<file path="src/rtl/sport_irq_pkg.sv">
package sport_irq_pkg;
  localparam int unsigned SRC_RX  = 0;
  localparam int unsigned SRC_TX  = 1;
  localparam int unsigned SRC_OVR = 2;
  localparam int unsigned NSRC    = 3;

  typedef enum logic [1:0] {
    REG_CTRL = 2'd0,
    REG_STAT = 2'd1,
    REG_CLR  = 2'd2,
    REG_RSVD = 2'd3
  } reg_addr_e;
endpackage

</file>
<file path="src/rtl/sport_irq_level.sv">
module sport_irq_level #(
  parameter int unsigned DEPTH = 8,
  parameter int unsigned CNT_W = $clog2(DEPTH + 1)
) (
  input  logic [CNT_W-1:0] tx_level_i,
  input  logic [CNT_W-1:0] rx_level_i,
  output logic             tx_req_o,
  output logic             rx_req_o
);
  localparam int unsigned HALF = DEPTH / 2;
  localparam logic [CNT_W:0] HALF_W  = (CNT_W+1)'(HALF);
  localparam logic [CNT_W:0] DEPTH_W = (CNT_W+1)'(DEPTH);

  logic [CNT_W:0] tx_free;

  always_comb begin
    tx_free  = DEPTH_W - {1'b0, tx_level_i};
    tx_req_o = (tx_free >= HALF_W);
    rx_req_o = ({1'b0, rx_level_i} >= HALF_W);
  end
endmodule

</file>
<file path="src/rtl/sport_irq_ovr.sv">
module sport_irq_ovr #(
  parameter int unsigned DEPTH = 8,
  parameter int unsigned CNT_W = $clog2(DEPTH + 1)
) (
  input  logic             clk_i,
  input  logic             rst_ni,
  input  logic             push_i,
  input  logic [CNT_W-1:0] level_i,
  input  logic             clr_i,
  output logic             flag_o
);
  localparam logic [CNT_W-1:0] FULL = CNT_W'(DEPTH);

  logic set;
  assign set = push_i && (level_i == FULL);

  // set has priority over clear
  always_ff @(posedge clk_i or negedge rst_ni) begin
    if (!rst_ni)    flag_o <= 1'b0;
    else if (set)   flag_o <= 1'b1;
    else if (clr_i) flag_o <= 1'b0;
  end

  p_ovr_set_r4: assert property (@(posedge clk_i) disable iff (!rst_ni)
    (push_i && level_i == FULL) |=> flag_o);
  p_ovr_sticky_r4: assert property (@(posedge clk_i) disable iff (!rst_ni)
    (flag_o && !clr_i) |=> flag_o);
  p_ovr_clr_r5: assert property (@(posedge clk_i) disable iff (!rst_ni)
    (clr_i && !(push_i && level_i == FULL)) |=> !flag_o);
  p_ovr_win_r7: assert property (@(posedge clk_i) disable iff (!rst_ni)
    (clr_i && push_i && level_i == FULL) |=> flag_o);
endmodule

</file>
<file path="src/rtl/sport_irq_regs.sv">
module sport_irq_regs
  import sport_irq_pkg::*;
#(
  parameter int unsigned ADDR_W = 2,
  parameter int unsigned DATA_W = 16
) (
  input  logic              clk_i,
  input  logic              rst_ni,
  input  logic [ADDR_W-1:0] addr_i,
  input  logic              we_i,
  input  logic [DATA_W-1:0] wdata_i,
  input  logic [NSRC-1:0]   status_i,
  output logic [NSRC-1:0]   en_o,
  output logic              ovr_clr_o,
  output logic [DATA_W-1:0] rdata_o
);
  logic ctrl_wr, clr_wr;
  logic [DATA_W-1:0] rd_next;

  assign ctrl_wr   = we_i && (addr_i == ADDR_W'(REG_CTRL));
  assign clr_wr    = we_i && (addr_i == ADDR_W'(REG_CLR));
  assign ovr_clr_o = clr_wr || (ctrl_wr && !wdata_i[SRC_OVR]);

  always_ff @(posedge clk_i or negedge rst_ni) begin
    if (!rst_ni)      en_o <= '0;
    else if (ctrl_wr) en_o <= wdata_i[NSRC-1:0];
  end

  always_comb begin
    rd_next = '0;
    unique case (addr_i)
      ADDR_W'(REG_CTRL): rd_next[NSRC-1:0] = en_o;
      ADDR_W'(REG_STAT): rd_next[NSRC-1:0] = status_i;
      default:           rd_next = '0;
    endcase
  end

  always_ff @(posedge clk_i or negedge rst_ni) begin
    if (!rst_ni) rdata_o <= '0;
    else         rdata_o <= rd_next;
  end

  p_stat_rd_r8: assert property (@(posedge clk_i) disable iff (!rst_ni)
    (addr_i == ADDR_W'(REG_STAT)) |=> (rdata_o == DATA_W'($past(status_i))));
  p_en_hold_r9: assert property (@(posedge clk_i) disable iff (!rst_ni)
    !ctrl_wr |=> $stable(en_o));
endmodule

</file>
<file path="src/rtl/sport_irq_top.sv">
module sport_irq_top
  import sport_irq_pkg::*;
#(
  parameter int unsigned DEPTH  = 8,
  parameter int unsigned CNT_W  = $clog2(DEPTH + 1),
  parameter int unsigned ADDR_W = 2,
  parameter int unsigned DATA_W = 16
) (
  input  logic              clk_i,
  input  logic              rst_ni,
  input  logic [CNT_W-1:0]  tx_level_i,
  input  logic [CNT_W-1:0]  rx_level_i,
  input  logic              rx_push_i,
  input  logic [ADDR_W-1:0] bus_addr_i,
  input  logic              bus_we_i,
  input  logic [DATA_W-1:0] bus_wdata_i,
  output logic [DATA_W-1:0] bus_rdata_o,
  output logic              tx_req_o,
  output logic              rx_req_o,
  output logic              rx_ovr_o,
  output logic              irq_o
);
  logic [NSRC-1:0] src, en;
  logic ovr_clr, irq_q;

  sport_irq_level #(.DEPTH(DEPTH), .CNT_W(CNT_W)) u_level (
    .tx_level_i(tx_level_i),
    .rx_level_i(rx_level_i),
    .tx_req_o  (tx_req_o),
    .rx_req_o  (rx_req_o)
  );

  sport_irq_ovr #(.DEPTH(DEPTH), .CNT_W(CNT_W)) u_ovr (
    .clk_i  (clk_i),
    .rst_ni (rst_ni),
    .push_i (rx_push_i),
    .level_i(rx_level_i),
    .clr_i  (ovr_clr),
    .flag_o (rx_ovr_o)
  );

  always_comb begin
    src          = '0;
    src[SRC_RX]  = rx_req_o;
    src[SRC_TX]  = tx_req_o;
    src[SRC_OVR] = rx_ovr_o;
  end

  sport_irq_regs #(.ADDR_W(ADDR_W), .DATA_W(DATA_W)) u_regs (
    .clk_i    (clk_i),
    .rst_ni   (rst_ni),
    .addr_i   (bus_addr_i),
    .we_i     (bus_we_i),
    .wdata_i  (bus_wdata_i),
    .status_i (src),
    .en_o     (en),
    .ovr_clr_o(ovr_clr),
    .rdata_o  (bus_rdata_o)
  );

  always_ff @(posedge clk_i or negedge rst_ni) begin
    if (!rst_ni) irq_q <= 1'b0;
    else         irq_q <= |(src & en);
  end
  assign irq_o = irq_q;

  p_irq_lat_r10: assert property (@(posedge clk_i) disable iff (!rst_ni)
    irq_o == $past(|(src & en)));
  p_irq_mask_r10: assert property (@(posedge clk_i) disable iff (!rst_ni)
    (en == '0) |=> !irq_o);
endmodule

</file>
<file path="config.mk">
export PLATFORM = sky130hd
export DESIGN_NAME = sport_irq_top
export DESIGN_NICKNAME = d
export VERILOG_FILES = /design/src/rtl/sport_irq_pkg.sv /design/src/rtl/sport_irq_level.sv /design/src/rtl/sport_irq_ovr.sv /design/src/rtl/sport_irq_regs.sv /design/src/rtl/sport_irq_top.sv
export SDC_FILE = /design/constraint.sdc
export NUM_CORES = 1
export LEC_CHECK = 0
export CAP_MARGIN = 10
export CORE_AREA = 4 4 41 43
export DETAILED_ROUTE_END_ITERATION = 16
export DIE_AREA = 0 0 45 47
export DONT_BUFFER_PORTS = 1
export HOLD_SLACK_MARGIN = 0.05
export PLACE_DENSITY = 0.47
export REMOVE_ABC_BUFFERS = 1
export SYNTH_ARGS = -nofsm -noshare
export SYNTH_HDL_FRONTEND = slang
export SYNTH_SLANG_ARGS = --single-unit
</file>
<file path="constraint.sdc">
create_clock -name clk_i -period 1.7 [get_ports clk_i]
set_input_delay 0.255 -clock clk_i [delete_from_list [all_inputs] [get_ports clk_i]]
set_output_delay 0.255 -clock clk_i [all_outputs]
set_load 0.005 [all_outputs]
</file>
* Word-level counts from Yosys, hierarchy flattened
Index checks and enable logic that the tools add are counted.
W data, S select, Z words.
** Cells by class
- Reduce and logical (&&, ||, !) cells :: 9
- Bitwise operators :: 1
- Magnitude comparators :: 2
- $add $sub $neg :: 1
- Equality and inequality tests :: 3
- Multiplexer cells :: 3
** Operator list (count)
- $pmux W3 S2 :: 1
- $ge A5 B3 Y1 const B :: 1
- $sub A4 B4 Y5 const A :: 1
- $eq A4 B4 Y1 const B :: 1
- $ge A4 B3 Y1 const B :: 1
- $logic_and A1 B1 Y1 :: 4
- $and A3 B3 Y3 :: 1
- $reduce_or A3 Y1 :: 1
- $eq A2 B1 Y1 const B :: 1
- $eq A2 B2 Y1 const B :: 1
- $logic_not A2 Y1 :: 1
- $mux W1 :: 2
- $reduce_bool A2 Y1 :: 1
- $logic_not A1 Y1 :: 1
- $logic_or A1 B1 Y1 :: 1
** Word-level totals
- Flip-flop bits (word level) :: 8
- Bits of input ports :: 30
- Word-level logic and storage cells :: 23

* Longest topological paths before layout
Gate-level depths: netlist (run 1).
- Depth in word-level cells :: 6
- Mapped depth :: 3
- Depth with buffers taken out :: 3

* Cells and area by module
A second synthesis (run 1) with hierarchy kept.
** Unflattened totals
- Cell total of the unflattened synthesis :: 45
- Area, all modules :: 496.7 µm²
** By module, submodules not included
- sport_irq_regs :: instances 1, cells an instance 33, area each 370.4 µm², seq. area each 150.1 µm²
- sport_irq_ovr :: instances 1, cells an instance 4, area each 52.6 µm², seq. area each 25.0 µm²
- sport_irq_top :: instances 1, cells an instance 3, area each 38.8 µm², seq. area each 25.0 µm²
- sport_irq_level :: instances 1, cells an instance 5, area each 35.0 µm², seq. area each 0.0 µm²

* Worst setup path after synthesis (run 1)
OpenSTA, ideal clock, no wires.
- Path type :: input-to-reg
- Start point :: in tx_level_i[2]
- End point :: reg irq_q (netlist: irq_o)
- Arrival :: 0.932 ns
- Path slack :: 0.642 ns
- Stages :: 3
- Cells stage by stage :: nor4b_2 > a21oi_1 > a221o_1
** On the way
- Cells in the longest elaborated chain, start to end :: 4
** RTL lines
- start: declaration :: line sport_irq_top.sv:11 : input logic [CNT_W-1:0] tx_level_i,
- $sub A4 B4 Y5 :: line sport_irq_level.sv:17 : tx_free = DEPTH_W - {1'b0, tx_level_i};
- $ge A5 B3 Y1 :: line sport_irq_level.sv:18 : tx_req_o = (tx_free >= HALF_W);
- net tx_req_o :: line sport_irq_top.sv:18 : output logic tx_req_o,
- $and A3 B3 Y3 :: line sport_irq_top.sv:63 : else irq_q <= |(src & en);
- $reduce_or A3 Y1 :: line sport_irq_top.sv:63
- end signal: assignment :: line sport_irq_top.sv:63
- end: declaration :: line sport_irq_top.sv:24 : logic ovr_clr, irq_q;
The timed path passes the listed nets, and every way through them passes these cells.
A chain may end at the register's enable or synchronous reset.

* Worst setup path after layout (run 1)
- Start point :: in tx_level_i[1]
- End point :: out tx_req_o
** On the way
- Cells in the longest elaborated chain, start to end :: 2
** RTL lines (line)
- $sub A4 B4 Y5 :: sport_irq_level.sv:17
- $ge A5 B3 Y1 :: sport_irq_level.sv:18
- end: declaration :: sport_irq_top.sv:18
Every way passes these cells.

==> flow_summary.toml, run 1 <==
[hold_path]
hold_depth = 2
min-delay-start = "rx_push_i"
hold_path.class = "in -> reg"
worstHoldEndpoint = "u_ovr.flag_o"

[placement]
dp_worst_setup_slack_ns = 0.573
gp_congestion = 0.678
place.port_buffers = 0
place_area_um2 = 438
post-dp-hpwl_um = 801

[worst_setup_path]
cpMaxStageDelayCell = "a21oi_1"
cp_num_cells = 2
cp-start-kind = "input port"
path_cells = "o21ba_2, a21oi_1"
crit_fanout = 3
worstReg2RegStart = "u_ovr.flag_o"
worstPathRequired_ns = 1.44
path_delay_family = "compound AO/OA/AOI/OAI gates"
rrSetupSlack_ns = 0.74
reg2reg_to = "irq_o"
path_class = "in -> out"
cpPeakStageDelay_ns = 0.29
critPathArrivalTime_ns = 0.73
reg2regPathDepth = 2
end_kind = "output port"
path_buf_inv = 0

[floorplanning]
num_rows = 13
die_w_um = 45
die_y_um = 47
io_pins = 50
die_area_um2 = 2120
start_util_pct = 36.2
core_area_um2 = 1300

[cells_and_area]
insertedDiodeCount = 0
drive_gt1_share_pct = 18.4
synthToLayoutAreaGrowth_pct = 1.86
nNetsFinal = 81
nFillCells = 134
final_area_um2 = 480

[job]
drv_cap = 0

[synthesis]
syn_inst = 45
avgSynthCellArea_um2 = 10.5
yosys-top-cells-area = "dfrtp_1 (42%), buf_4 (21%), mux2_2 (7.2%)"
yosys.area.top_type_share_pct = 42.4
yosys_warnings = 0
yosysSeqAreaShare_pct = 42.4
yosysTopAreaCell = "dfrtp_1"
synth-seq-cells = 8
ys_types = 18
syn-cell-area_um2 = 472

[power]
total_leakage_power_nw = 0.227
power.total_w = 0.000449
vdd_drop_max_uv = 403
p_per_area_nw_per_um2 = 934

[clock_network]
clk-insertion-delay-late_ns = 0.25
htreeDepth = 1
post-cts-setup-buffers = 0
cts_buffers = 3
cts.sinks = 8
path_clk_slew_ns = 0.06
cts_tree = "built"
clk_path_buf_depth = 2
clock-root-buffer = "clkbuf_4"

[detailed_routing]
vias = 312
drc = 0
antenna_left = 0
wl_per_cell_um = 15.3
viasPerCell = 4.88
routed_wl_um = 976
drt_pass1_iterations = 4
dr.first_iter.drc_count = 4

[sta]
final.min_clock_period_ns = 0.985
setup_viol = 0
drv_slew = 0
timing.final.ws_setup_ns = 0.715
fmaxAchievable_ghz = 1.02
holdWs_ns = 0.104
finalHoldViolations = 0
rsz0062_at_grt = "no"
final.setup_skew_ns = 0.00315
tns_ns = 0
period_share_pct = 57.9

[grt]
grt_max_degree = 9
grt_pass1_vias = 334
grt-ovfl-total = 0
grt_usage_pct = 10.3
grt_pass1_wl_mm = 1.46
antenna_found_initial = 0

[run_status]
status = "completed"
==> cell usage after synthesis (all sizes together) <==
master	n
a21oi	1
a221o	1
a22o	1
and2	1
buf	13
conb	1
dfrtp	8
mux2	3
mux2i	2
nand2	2
nand2b	1
nor2	4
nor2b	2
nor4b	2
o21ai	1
o21ba	1
or2	1
==> cells by family (layout without fill, tap and decap cells) <==
group,after synthesis,after routing,synth area share (%)
AOI/OAI and AO/OA,5,5,8.22
DFF,8,8,42.4
muxes,5,5,11.4
other,1,13,0.795
and+or+nand+nor,13,13,16.4
buffers and inverters,13,5,20.7
==> cells in the final DEF, fill, tap and decap left out <==
master / instances
conb_1: 13
dfrtp_1: 8
nor2_1: 4
mux2_2: 3
clkbuf_4: 3
mux2i_1: 2
nor2b_1: 2
nand2_1: 2
dlygate4sd3_1: 2
o21ba_2: 1
nor4b_2: 1
a21oi_1: 1
or2_2: 1
a22o_1: 1
and2_1: 1
a221o_1: 1
nand2b_1: 1
nor4b_1: 1
o21ai_0: 1
==> cell type report <==
class	count	area, µm²	share of cell area [%]
multi-input cells	36	219	45.6
repair buffers	2	20.0	4.17
well taps	15	18.8	3.91
clock buffers	3	22.5	4.69
flip-flops and latches	8	200	41.7
==> how the worst max path moves through the flow <==
| stage | slack [ns] | end | startpoint |
|---|---|---|---|
| after detailed placement | 0.57 | irq_o | tx_level_i[2] |
| after floorplan | 0.64 | irq_o | tx_level_i[2] |
| after global routing | 0.69 | tx_req_o | tx_level_i[1] |
| final | 0.71 | tx_req_o | tx_level_i[1] |
| after global placement | 0.59 | irq_o | tx_level_i[2] |
| after CTS | 0.71 | tx_req_o | tx_level_i[1] |
==> flip-flops by register name (all words and copies together) (netlist names) <==
| signal | count |
|---|---|
| u_regs.en_o | 3 |
| irq_o | 1 |
| u_ovr.flag_o | 1 |
| u_regs.rdata_o | 3 |
==> through the flow <==
step | utilization (%) | std cells
global route | 36.9 | 64
CTS | 36.2 | 63
detailed placement | 33.7 | 59
finish | 36.9 | 64
global placement | 33.7 | 59
floorplan | - | 44
==> power by group <==
| group | switching, W | internal, W | total [W] | leakage (nW) |
|---|---|---|---|---|
| clock network | 0.0000673 | 0.0000810 | 0.000148 | 0.0138 |
| registers | 0.0000202 | 0.000219 | 0.000239 | 0.0988 |
| logic | 0.0000276 | 0.0000334 | 0.0000609 | 0.115 |
==> metal layers <==
metal	global-route usage [%]	vias up	routed length [µm]
li1	-	133	-
met1	8.64	151	284
met2	18.4	26	526
met3	5.75	2	157
met4	7.02	0	8
met5	0	-	0
==> what timing repair did <==
action                                  CTS  global route
hold endpoints to repair                  8             2
gates resized for setup                   0             0
hold buffers                              1             1
endpoints found under the setup margin    0             0
Note: power is estimated with default switching activity, not from simulation.
==> run 2, diff against run 1 <==
==> constraint.sdc (replaced) <==
create_clock -name clk_i -period 1 [get_ports clk_i]
set_input_delay 0.15 -clock clk_i [delete_from_list [all_inputs] [get_ports clk_i]]
set_output_delay 0.15 -clock clk_i [all_outputs]
set_load 0.005 [all_outputs]
==> run 2 against run 1 <==
Compared with the run above: register-to-register slack got worse by 0.63 ns; flip-flop and latch count unchanged; critical path depth decreased by 1; highest routed layer is now met3; non-clock buffer count increased by 6; clock skew decreased by 0.0014 ns; combinational power increased by 110%; critical endpoint is now rx_ovr_o; critical path type is now reg -> out; total power increased by 72%; die area unchanged; sequential power increased by 69%.
==> flow_summary.toml, run 2 (synthesized netlist as in run 1, its figures left out) <==
[detailed_routing]
routed_wl_um = 888
wl_per_cell_um = 12.7
antenna_left = 0
vias = 325
dr.first_iter.drc_count = 1
drc = 0
drt_pass1_iterations = 2
viasPerCell = 4.64

[floorplanning]
die_w_um = 45
num_rows = 13
io_pins = 50
die_area_um2 = 2120
start_util_pct = 36.2
die_y_um = 47
core_area_um2 = 1300

[cells_and_area]
drive_gt1_share_pct = 20.0
synthToLayoutAreaGrowth_pct = 13.5
largestRegisters = "u_regs.en_o: 3 flops, u_regs.rdata_o: 3 flops"
insertedDiodeCount = 0
final_area_um2 = 536
nNetsFinal = 87
most-common-layout-cells = "conb_1 (13), dfrtp_1 (8), dlygate4sd3_1 (6)"
layout_commonest_cell = "conb_1"
nFillCells = 130

[hold_path]
min-delay-start = "rx_level_i[1]"
hold_path.class = "in -> reg"
hold_depth = 3
worstHoldEndpoint = "u_ovr.flag_o"

[sta]
holdWs_ns = 0.0749
final.setup_skew_ns = 0.00170
rsz0062_at_grt = "no"
period_share_pct = 91.6
final.min_clock_period_ns = 0.916
drv_slew = 0
finalHoldViolations = 0
fmaxAchievable_ghz = 1.09
setup_viol = 0

[power]
p_int_w = 0.000585
vdd_drop_max_uv = 768
p_switching_w = 0.000187
p_clk_share_pct = 31.1
total_leakage_power_nw = 0.254
seq_power_share_pct = 52.4
p_comb_share_pct = 16.5
switching_share_pct = 24.2
p_per_area_nw_per_um2 = 1440

[worst_setup_path]
cpPeakStageDelay_ns = 0.37
cp-start-kind = "flop"
cpMaxStageDelayCell = "dfrtp_1"
critPathArrivalTime_ns = 0.77
worstPathRequired_ns = 0.85
crit_start = "u_ovr.flag_o"
path_buf_inv = 1
path_delay_family = "flip-flops"
rrSetupSlack_ns = 0.11
reg2reg_to = "irq_o"
worstReg2RegStart = "u_regs.en_o[2]"
crit_fanout = 3
reg2regPathDepth = 2
path_cells = "buf_4"
end_kind = "output port"
path_class = "reg -> out"

[clock_network]
cts_resized = 0
cts_tree = "built"
path_clk_slew_ns = 0.05
htreeDepth = 1
clk_path_buf_depth = 2
clock-root-buffer = "clkbuf_4"
clk-insertion-delay-late_ns = 0.25
post-cts-setup-buffers = 0
cts.sinks = 8
cts_buffers = 3
cts_hold_buf = 6

[grt]
antenna_found_initial = 0
grt_max_degree = 9
grt_pass1_vias = 326
grt_usage_pct = 8.93
grt-ovfl-total = 0
grt_pass1_wl_mm = 1.32

[placement]
place_area_um2 = 453
post-dp-hpwl_um = 724
place.port_buffers = 0
gp_congestion = 0.678

[run_status]
status = "completed"

[job]
drv_cap = 0
[run 2: cell types whose count changed in the layout (fill, tap and decap cells not counted)]
cell	change
buf_4	+2
dlygate4sd3_1	+4
[run 2: how the worst max path moves through the flow]
| stage | cells after the start | endpoint | slack, ns |
|---|---|---|---|
| after floorplan | 3 | irq_o | 0.05 |
| after global placement | 3 | u_regs.en_o[0] | 0.003 |
| after detailed placement | 3 | u_regs.en_o[0] | -0.01 |
| after CTS | 1 | rx_ovr_o | 0.08 |
| after global routing | 1 | rx_ovr_o | 0.05 |
| final | 1 | rx_ovr_o | 0.08 |
[run 2: area by class of cell]
class                   instances  area, µm²  area share, %
well taps                      15       18.8           3.50
multi-input cells              36        219           40.9
repair buffers                  8       75.1           14.0
flip-flops and latches          8        200           37.4
clock buffers                   3       22.5           4.21
[run 2: metrics by stage]
step	power (W)	util [%]	TNS (ns)	std cells	setup WS, ns
after floorplan	0.000483	-	0	44	0.0466
after global placement	0.000508	34.8	0	61	0.00304
after detailed placement	0.000513	34.8	-0.0194	61	-0.00956
after CTS	0.000783	41.2	0	70	0.0764
after global routing	0.000822	41.2	0	70	0.0461
final	0.000772	41.2	0	70	0.0839
[run 2: metal layers]
layer,GRT usage [%],part of all wire [%],vias to the layer above
met5,0,0,-
met4,1.75,0,0
met3,6.51,17,0
met2,15.8,48,25
met1,8.41,35,154
li1,-,-,146
[run 2: power by group through the flow]
stage / combinational, W / sequential (W) / clock, W
6_report: 0.000127 / 0.000404 / 0.000240
5_1_grt: 0.000145 / 0.000409 / 0.000268
4_1_cts: 0.000128 / 0.000405 / 0.000251
3_5_place_dp: 0.000103 / 0.000410 / 0
3_3_place_gp: 0.000101 / 0.000407 / 0
2_1_floorplan: 0.0000808 / 0.000402 / 0
==> run 3, diff against run 2 <==
--- a/config.mk
+++ b/config.mk
@@ -13,6 +13,7 @@
 export HOLD_SLACK_MARGIN = 0.05
 export PLACE_DENSITY = 0.47
 export REMOVE_ABC_BUFFERS = 1
+export SKIP_LAST_GASP = 1
 export SYNTH_ARGS = -nofsm -noshare
 export SYNTH_HDL_FRONTEND = slang
 export SYNTH_SLANG_ARGS = --single-unit
==> results of run 3 <==
Same layout as run 2: the final DEF is identical, and so are final timing and power.
